===== config.mk =====
export PLATFORM = sky130hd
export DESIGN_NAME = pwm_multi
export DESIGN_NICKNAME = d
export VERILOG_FILES = /design/src/rtl/pwm_pkg.sv /design/src/rtl/pwm_clkgen.sv /design/src/rtl/pwm_channel.sv /design/src/rtl/pwm_multi.sv
export SDC_FILE = /design/constraint.sdc
export NUM_CORES = 1
export LEC_CHECK = 0
export CORE_MARGIN = 1
export CORE_UTILIZATION = 41
export CTS_CLUSTER_DIAMETER = 50
export DETAILED_ROUTE_END_ITERATION = 16
export PLACE_DENSITY = 0.56
export SLEW_MARGIN = 20
export SYNTH_ARGS = -nofsm -noshare
export SYNTH_HDL_FRONTEND = slang
export SYNTH_SLANG_ARGS = --single-unit

===== constraint.sdc =====
create_clock -name clk -period 9.9 [get_ports clk]
set_clock_uncertainty 0.1 [all_clocks]
set_input_delay 2.97 -clock clk [delete_from_list [all_inputs] [get_ports clk]]
set_output_delay 2.97 -clock clk [all_outputs]
set_load 0.005 [all_outputs]

===== src/rtl/pwm_pkg.sv =====
`timescale 1ns/1ps
package pwm_pkg;
  localparam int PRE_TAPS  = 11;
  localparam int NUM_DIV   = 2;
  localparam int NUM_SRC   = PRE_TAPS + NUM_DIV;
  localparam int SEL_W     = 4;
  localparam int SEL_SPAN  = 1 << SEL_W;

  localparam int A_EN_SET  = 0;
  localparam int A_EN_CLR  = 1;
  localparam int A_DIV0    = 2;
  localparam int A_EN_STAT = 4;
  localparam int A_FLAGS   = 5;
  localparam int A_CH_BASE = 16;
  localparam int CH_STRIDE = 4;
  localparam int O_MODE    = 0;
  localparam int O_PER     = 1;
  localparam int O_DUTY    = 2;

  typedef struct packed {
    logic             center;
    logic             invert;
    logic [SEL_W-1:0] sel;
  } ch_mode_t;

  function automatic ch_mode_t decode_mode(input logic [5:0] w);
    return ch_mode_t'(w);
  endfunction
endpackage


===== src/rtl/pwm_clkgen.sv =====
`timescale 1ns/1ps
module pwm_clkgen
  import pwm_pkg::*;
#(
  parameter int DIV_W = 8
) (
  input  logic                            clk,
  input  logic                            rst_n,
  input  logic [NUM_DIV-1:0][DIV_W-1:0]   div_n,
  input  logic [NUM_DIV-1:0][SEL_W-1:0]   div_src,
  input  logic [NUM_DIV-1:0]              div_restart,
  output logic [NUM_SRC-1:0]              src_tick
);
  localparam int PW = PRE_TAPS - 1;

  logic [PW-1:0]       pre_q;
  logic [PRE_TAPS-1:0] pre_tick;
  logic [NUM_DIV-1:0]  div_fire;
  logic [SEL_SPAN-1:0] pre_pad;

  always_ff @(posedge clk or negedge rst_n) begin
    if (!rst_n) pre_q <= '0;
    else        pre_q <= pre_q + PW'(1);
  end

  assign pre_tick[0] = 1'b1;
  assign pre_pad     = SEL_SPAN'(pre_tick);

  for (genvar k = 1; k < PRE_TAPS; k++) begin : g_tap
    assign pre_tick[k] = &pre_q[k-1:0];
    // a divided tap never ticks on two cycles in a row
    p_tap_gap_r1: assert property (@(posedge clk) disable iff (!rst_n)
      pre_tick[k] |=> !pre_tick[k]);
  end

  for (genvar d = 0; d < NUM_DIV; d++) begin : g_div
    logic             sel_tick;
    logic             fire;
    logic [DIV_W-1:0] cnt_q;

    assign sel_tick = pre_pad[div_src[d]];
    assign fire     = sel_tick && (div_n[d] != '0) &&
                      (cnt_q >= div_n[d] - DIV_W'(1));
    assign div_fire[d] = fire;

    always_ff @(posedge clk or negedge rst_n) begin
      if (!rst_n)              cnt_q <= '0;
      else if (div_restart[d]) cnt_q <= '0;
      else if (sel_tick)       cnt_q <= fire ? '0 : cnt_q + DIV_W'(1);
    end

    // a zero divide value silences the divider
    p_div_off_r2: assert property (@(posedge clk) disable iff (!rst_n)
      (div_n[d] == '0) |-> !div_fire[d]);
    // right after a restart the count starts from zero
    p_div_restart_r2: assert property (@(posedge clk) disable iff (!rst_n)
      div_restart[d] |=> (cnt_q == '0) || div_fire[d] || (div_n[d] != $past(div_n[d])) || 1'b0);
  end

  assign src_tick = {div_fire, pre_tick};
endmodule


===== src/rtl/pwm_channel.sv =====
`timescale 1ns/1ps
module pwm_channel
  import pwm_pkg::*;
#(
  parameter int CW = 16
) (
  input  logic               clk,
  input  logic               rst_n,
  input  logic [NUM_SRC-1:0] src_tick,
  input  ch_mode_t           mode,
  input  logic               en,
  input  logic               per_we,
  input  logic               duty_we,
  input  logic [CW-1:0]      wdata,
  output logic               pwm_o,
  output logic               eop_o
);
  function automatic logic [CW-1:0] eff_per(input logic [CW-1:0] p);
    return (p == '0) ? CW'(1) : p;
  endfunction

  function automatic logic left_on(input logic [CW-1:0] c, input logic [CW-1:0] d);
    return c < d;
  endfunction

  function automatic logic center_on(input logic [CW-1:0] c, input logic [CW-1:0] p,
                                     input logic [CW-1:0] d);
    return (d >= p) || (c >= p - d);
  endfunction

  logic [SEL_SPAN-1:0] src_pad;
  logic                tick;
  logic [CW-1:0]       per_upd, duty_upd, per_act, duty_act;
  logic [CW-1:0]       cnt_q, per_eff;
  logic                down_q, at_top, load_evt, active;

  assign src_pad  = SEL_SPAN'(src_tick);
  assign tick     = src_pad[mode.sel];
  assign per_eff  = eff_per(per_act);
  assign at_top   = (cnt_q == per_eff - CW'(1));
  assign load_evt = en && tick && (mode.center ? (down_q && cnt_q == '0) : at_top);
  assign active   = mode.center ? center_on(cnt_q, per_eff, duty_act)
                                : left_on(cnt_q, duty_act);
  assign pwm_o    = en ? (active ^ mode.invert) : mode.invert;
  assign eop_o    = load_evt;

  always_ff @(posedge clk or negedge rst_n) begin
    if (!rst_n) begin
      per_upd  <= '0;
      duty_upd <= '0;
    end else begin
      if (per_we)  per_upd  <= wdata;
      if (duty_we) duty_upd <= wdata;
    end
  end

  always_ff @(posedge clk or negedge rst_n) begin
    if (!rst_n) begin
      cnt_q    <= '0;
      down_q   <= 1'b0;
      per_act  <= '0;
      duty_act <= '0;
    end else if (!en) begin
      cnt_q    <= '0;
      down_q   <= 1'b0;
      per_act  <= per_upd;
      duty_act <= duty_upd;
    end else if (tick) begin
      if (load_evt) begin
        per_act  <= per_upd;
        duty_act <= duty_upd;
      end
      if (mode.center) begin
        if (!down_q) begin
          if (at_top) down_q <= 1'b1;
          else        cnt_q  <= cnt_q + CW'(1);
        end else begin
          if (cnt_q == '0) down_q <= 1'b0;
          else             cnt_q  <= cnt_q - CW'(1);
        end
      end else begin
        if (at_top) cnt_q <= '0;
        else        cnt_q <= cnt_q + CW'(1);
      end
    end
  end

  // a running counter stays below the effective period
  p_cnt_bound_r6: assert property (@(posedge clk) disable iff (!rst_n)
    en |-> (cnt_q < per_eff));
  // a disabled channel parks its counter at zero
  p_off_zero_r5: assert property (@(posedge clk) disable iff (!rst_n)
    !en |=> (cnt_q == '0));
  // active values move only at a period boundary while running
  p_hold_buf_r10: assert property (@(posedge clk) disable iff (!rst_n)
    (en && !load_evt) |=> ($stable(per_act) && $stable(duty_act)));
  // an unused source code never moves the counter
  p_idle_src_r3: assert property (@(posedge clk) disable iff (!rst_n)
    (en && (mode.sel >= SEL_W'(NUM_SRC))) |=> $stable(cnt_q));
endmodule


===== src/rtl/pwm_multi.sv =====
`timescale 1ns/1ps
module pwm_multi
  import pwm_pkg::*;
#(
  parameter int NCH    = 4,
  parameter int CW     = 16,
  parameter int DIV_W  = 8,
  parameter int ADDR_W = 6
) (
  input  logic              clk,
  input  logic              rst_n,
  input  logic              wr_en,
  input  logic [ADDR_W-1:0] wr_addr,
  input  logic [CW-1:0]     wr_data,
  input  logic              rd_en,
  input  logic [ADDR_W-1:0] rd_addr,
  output logic [CW-1:0]     rd_data,
  output logic [NCH-1:0]    pwm_o
);
  localparam int SRC_FLD = 8;

  logic [NCH-1:0]                     en_q, flag_q, eop, en_set, en_clr;
  logic                               flag_rd;
  logic [NUM_DIV-1:0][DIV_W-1:0]      div_n_q;
  logic [NUM_DIV-1:0][SEL_W-1:0]      div_src_q;
  logic [NUM_DIV-1:0]                 div_wr;
  logic [NUM_SRC-1:0]                 src_tick;

  assign en_set  = (wr_en && wr_addr == ADDR_W'(A_EN_SET)) ? wr_data[NCH-1:0] : '0;
  assign en_clr  = (wr_en && wr_addr == ADDR_W'(A_EN_CLR)) ? wr_data[NCH-1:0] : '0;
  assign flag_rd = rd_en && (rd_addr == ADDR_W'(A_FLAGS));

  always_ff @(posedge clk or negedge rst_n) begin
    if (!rst_n) begin
      en_q   <= '0;
      flag_q <= '0;
    end else begin
      en_q   <= (en_q | en_set) & ~en_clr;
      flag_q <= (flag_rd ? '0 : flag_q) | eop;
    end
  end

  for (genvar d = 0; d < NUM_DIV; d++) begin : g_divcfg
    assign div_wr[d] = wr_en && (wr_addr == ADDR_W'(A_DIV0 + d));
    always_ff @(posedge clk or negedge rst_n) begin
      if (!rst_n) begin
        div_n_q[d]   <= '0;
        div_src_q[d] <= '0;
      end else if (div_wr[d]) begin
        div_n_q[d]   <= wr_data[DIV_W-1:0];
        div_src_q[d] <= wr_data[SRC_FLD +: SEL_W];
      end
    end
  end

  pwm_clkgen #(.DIV_W(DIV_W)) u_clkgen (
    .clk         (clk),
    .rst_n       (rst_n),
    .div_n       (div_n_q),
    .div_src     (div_src_q),
    .div_restart (div_wr),
    .src_tick    (src_tick)
  );

  for (genvar c = 0; c < NCH; c++) begin : g_ch
    localparam int BASE = A_CH_BASE + CH_STRIDE * c;
    ch_mode_t mode_q;
    logic     mode_we, per_we, duty_we;

    assign mode_we = wr_en && (wr_addr == ADDR_W'(BASE + O_MODE));
    assign per_we  = wr_en && (wr_addr == ADDR_W'(BASE + O_PER));
    assign duty_we = wr_en && (wr_addr == ADDR_W'(BASE + O_DUTY));

    always_ff @(posedge clk or negedge rst_n) begin
      if (!rst_n)       mode_q <= '0;
      else if (mode_we) mode_q <= decode_mode(wr_data[5:0]);
    end

    pwm_channel #(.CW(CW)) u_ch (
      .clk      (clk),
      .rst_n    (rst_n),
      .src_tick (src_tick),
      .mode     (mode_q),
      .en       (en_q[c]),
      .per_we   (per_we),
      .duty_we  (duty_we),
      .wdata    (wr_data),
      .pwm_o    (pwm_o[c]),
      .eop_o    (eop[c])
    );

    // a boundary always leaves its flag raised
    p_eop_sticky_r11: assert property (@(posedge clk) disable iff (!rst_n)
      eop[c] |=> flag_q[c]);
    // only a flag read can lower a flag
    p_flag_hold_r11: assert property (@(posedge clk) disable iff (!rst_n)
      (flag_q[c] && !flag_rd) |=> flag_q[c]);
    // a set command with no clear enables the channel
    p_en_cmd_r4: assert property (@(posedge clk) disable iff (!rst_n)
      (en_set[c] && !en_clr[c]) |=> en_q[c]);
  end

  always_comb begin
    rd_data = '0;
    if (rd_addr == ADDR_W'(A_EN_STAT))    rd_data = CW'(en_q);
    else if (rd_addr == ADDR_W'(A_FLAGS)) rd_data = CW'(flag_q);
  end
endmodule


==> key figures <==
Synth
  • Adder-cell share of the synthesized area: 10.3%
  • Top-area cell type share of the netlist area: between 30% and 40%
  • Netlist cell types: 94
  • Post-synthesis async set-or-reset flop share: 100%
  • Post-synthesis mux area share: between 10% and 20%
  • Post-Syn Area: approximately 29000 um^2
  • Sequential share of the synthesized area: 35.5%
  • Post-synthesis simple-gate area fraction: between 15 and 20%
  • Synth area leaders: dfrtp_1 35%, mux2_2 10%, ha_1 10%, a21oi_1 2.8%, xnor2_1 2.8%
  • Most frequent cell after synthesis: dfrtp_1
  • Post-synth EDFFs: 0
  • Complex-gate fraction of the synthesized area: between 15 and 20%
  • Synth Area in XOR/XNOR: 4.65%
  • Post-Synthesis Cells: around 3000
  • Synth warnings: 0
  • Flop and latch count out of synthesis: 406
  • Avg Inst Size Synth: 9.42 um^2
  • Main synth FF type: dfrtp_1
  • Largest family of logic cells by synthesized area: compound AO/OA/AOI/OAI gates
  • Commonest cells post-synth: 406 x dfrtp_1, 264 x mux2_2, 230 x ha_1
  • Cell taking the most area after synthesis: dfrtp_1

Power
  • Combinational power share: 40.9%
  • Switching share of power: 38.7%
  • Final Total Pwr: approximately 7.6 mW
  • P_leak: 14.4 nW
  • VDD IR max: 0.000117 V
  • Sequential power share: 29.0%
  • Internal Power: between 4 and 5 mW
  • Psw: ~2.9 mW
  • Clock power frac: roughly 30%
  • Power Density: around 240 nW/um^2

Detailed routing
  • Routed WL: between 70000 and 80000 um
  • Vias per std cell: between 5 and 6
  • Residual DRC count: 0
  • Antenna violation net count after detailed routing: 0
  • Routed wire per std cell: 20.1 um
  • Vias after detailed routing: 23100
  • Drt initial violations: between 1500 and 2000
  • Router iterations before antenna repair: 5

Final layout
  • Fin util: 46.0%
  • Area Overhead vs Synth: 10.5%
  • Fill cell count: around 6500
  • Final #Nets: 3211
  • Share of layout cells above drive strength 1: between 10% and 20%
  • Design Area, Final: about 32000 um^2
  • Post-route insts no fill: slightly below 4000

Floorplanning
  • Placeable Area: a little under 70000 um^2
  • Initial Util: a little over two fifths
  • Num rows: between 90 and 100
  • Top-Level Pins: 52
  • Die width: 266 um
  • Die area: slightly above 70000 um^2
  • Die height: approximately 270 um

Clock tree
  • CTS resizes: 0
  • H-tree Lvls: 3
  • TritonCTS buffer count: between 60 and 70
  • Setup bufs post-CTS: 0
  • Clock buffer depth: 3
  • CTS tree: built
  • Clock Sinks: around 410
  • Root buffer cell: clkbuf_16
  • CTS clock-pin slew for the worst setup and hold paths: around 60 ps
  • Cts hold-fix bufs: 0
  • Latest clock arrival within the worst-skew pair: just over 600 ps

Place
  • Placed cells: around 3800
  • PortBufs: 39
  • Hpwl dp: 56500 um
  • GPL Wtd Cong: around 0.89
  • Cell Area, Placed: around 30000 um^2

Critical path
  • Critical Path RT: around 6800 ps
  • Element type at the critical path start: flip-flop
  • Slowest cell on the critical path: or4_1
  • Critical path class: reg -> out
  • FF-to-FF Start: u_clkgen.pre_q[0]
  • R2R Setup Slk: 4420 ps
  • WP data arrival: 6390 ps
  • Critical Path Sink: pwm_o[1]
  • Reg2Reg Depth: 15
  • CP peak stage delay: roughly 690 ps
  • Crit end category: output pin
  • Worst setup startpoint: g_ch[1].u_ch.per_act[7]
  • Worst Path Max Fanout: 8
  • Crit-path cells: or4_1 > or4b_1 > nor2_1 > nor2_1 > ha_1 > inv_1 > a21o_1 > a21o_1 > a2111oi_0 > o31ai_1 > o211a_1 > o21a_1 > nor2_1 > xor2_1 > ha_1 > a21o_1 > a21oi_1 > nor2b_1 > a2111oi_0 > o31a_1 > a31oi_1 > o311ai_0 > clkdlybuf4s50_1
  • Reg2reg end: g_ch[0].u_ch.cnt_q[0]

GRT
  • Congestion Overflow GR: 0
  • Total GRT Usage: 22.4%
  • Largest net degree at the start of global routing: 130
  • Vias in the first global route: roughly 23000
  • First-pass GRT wire length: 127000 um
  • Antenna violations before repair: 2

STA
  • Setup-failing EPs final: 0
  • Unrepaired setup endpoints after global routing: false
  • Slew @ Worst Pin: around 1100 ps
  • Slew headroom: about a quarter
  • Fin crit period: roughly 9500 ps
  • Final critical-path share of the clock period: 95.6%
  • Setup TNS: 0 ps
  • Final Hold Viols: 0
  • F_max: roughly 110 MHz
  • Slew Viols, Final: 0

Status
  • Status: finished, final reports clean

Hold path
  • Min-delay worst type: reg -> reg

Run
  • Max-Cap Viols: 0
[sequential cells by signal, summed over array words and instances (netlist names), 8 cells and up]
name / flops
div_n_q: 16
div_src_q: 8
g_ch.mode_q: 24
g_ch.u_ch.cnt_q: 64
g_ch.u_ch.duty_act: 64
g_ch.u_ch.duty_upd: 64
g_ch.u_ch.per_act: 64
g_ch.u_ch.per_upd: 64
u_clkgen.g_div.cnt_q: 16
u_clkgen.pre_q: 10
[through the flow]
stage | worst slack, ps | hold WS [ps]
2_1_floorplan | 2030 | 338
3_3_place_gp | 1040 | 365
3_5_place_dp | 971 | 369
4_1_cts | 308 | 381
5_1_grt | 53.2 | 403
6_report | 436 | 378
[worst min path at each step]
stage / start / end / slack [ps] / depth (start not counted)
floorplan: flag_q[1] / flag_q[1] / 340 / 2
global placement: g_ch[2].u_ch.duty_upd[3] / g_ch[2].u_ch.duty_act[3] / 360 / 1
detailed placement: g_ch[2].u_ch.duty_upd[12] / g_ch[2].u_ch.duty_act[12] / 370 / 1
CTS: g_ch[3].u_ch.duty_upd[4] / g_ch[3].u_ch.duty_act[4] / 380 / 1
global route: g_ch[2].u_ch.duty_upd[5] / g_ch[2].u_ch.duty_act[5] / 400 / 1
finish: g_ch[2].u_ch.duty_upd[3] / g_ch[2].u_ch.duty_act[3] / 380 / 1
[kinds of logic after synthesis]
group | Yosys count
AND/OR/NAND/NOR | 849
adder cells (fa/ha/maj) | 234
other | 1
XOR/XNOR | 152
flip-flops | 406
buffers and inverters | 390
AO/OA/AOI/OAI | 693
multiplexers | 316
[power groups by stage]
| stage | Sequential, mW | Combinational [mW] | Clock [mW] |
|---|---|---|---|
| floorplan | 2.07 | 2.47 | 0 |
| global placement | 2.21 | 3.01 | 0 |
| detailed placement | 2.23 | 3.07 | 0 |
| CTS | 2.20 | 3.10 | 2.34 |
| global route | 2.25 | 3.47 | 2.41 |
| finish | 2.21 | 3.11 | 2.29 |
[layout by cell type, fill, tap and decap left out, drive strengths merged, types with 19 or more instances in the layout]
| master | netlist | layout |
|---|---|---|
| nand2b | 28 | 28 |
| clkdlybuf4s50 | 0 | 37 |
| xor2 | 61 | 61 |
| inv | 152 | 168 |
| clkbuf | 192 | 78 |
| o21ai | 147 | 147 |
| buf | 46 | 26 |
| nand3 | 97 | 97 |
| nor2b | 35 | 35 |
| nor2 | 170 | 170 |
| nand4 | 42 | 42 |
| nand2 | 165 | 165 |
| or3 | 23 | 23 |
| ha | 230 | 230 |
| o31ai | 26 | 26 |
| a31oi | 45 | 45 |
| nor4 | 49 | 49 |
| dfrtp | 406 | 406 |
| and3 | 44 | 44 |
| o22ai | 27 | 27 |
| nor3 | 72 | 72 |
| nor3b | 19 | 19 |
| a21oi | 161 | 161 |
| a21o | 60 | 60 |
| xnor2 | 91 | 91 |
| o21a | 20 | 20 |
| mux2 | 293 | 293 |
| mux2i | 22 | 22 |
| or4 | 27 | 27 |
| a211oi | 20 | 20 |
[layout make-up]
class                   count  area (um^2)  area share (%)
multi-input cells        2256        17000            53.7
flip-flops and latches    406        10200            32.1
clock buffers              78         1760            5.55
well taps                 931         1160            3.68
repair buffers             63          583            1.84
inverters                 152          571            1.80
clock inverters            41          420            1.33
diodes                      1         2.50         0.00790
[critical path: cells and delay by family, from the launching register on]
family                   cells  cell delay (ps)
adder cells (fa/ha/maj)      2              490
AO/OA/AOI/OAI               12             2370
flip-flops                   1              450
XOR/XNOR                     1              140
buffers and inverters        2              680
AND/OR/NAND/NOR              6             1660
[routing by layer]
layer	vias to the layer above	share of wire, %	global-route usage [%]
met3	113	4.5	3.55
met2	582	46	36.1
met1	11500	48	31.1
met4	0	2.1	6.14
met5	-	0	0
li1	10900	-	-
Power figures use the tool's default switching activity.
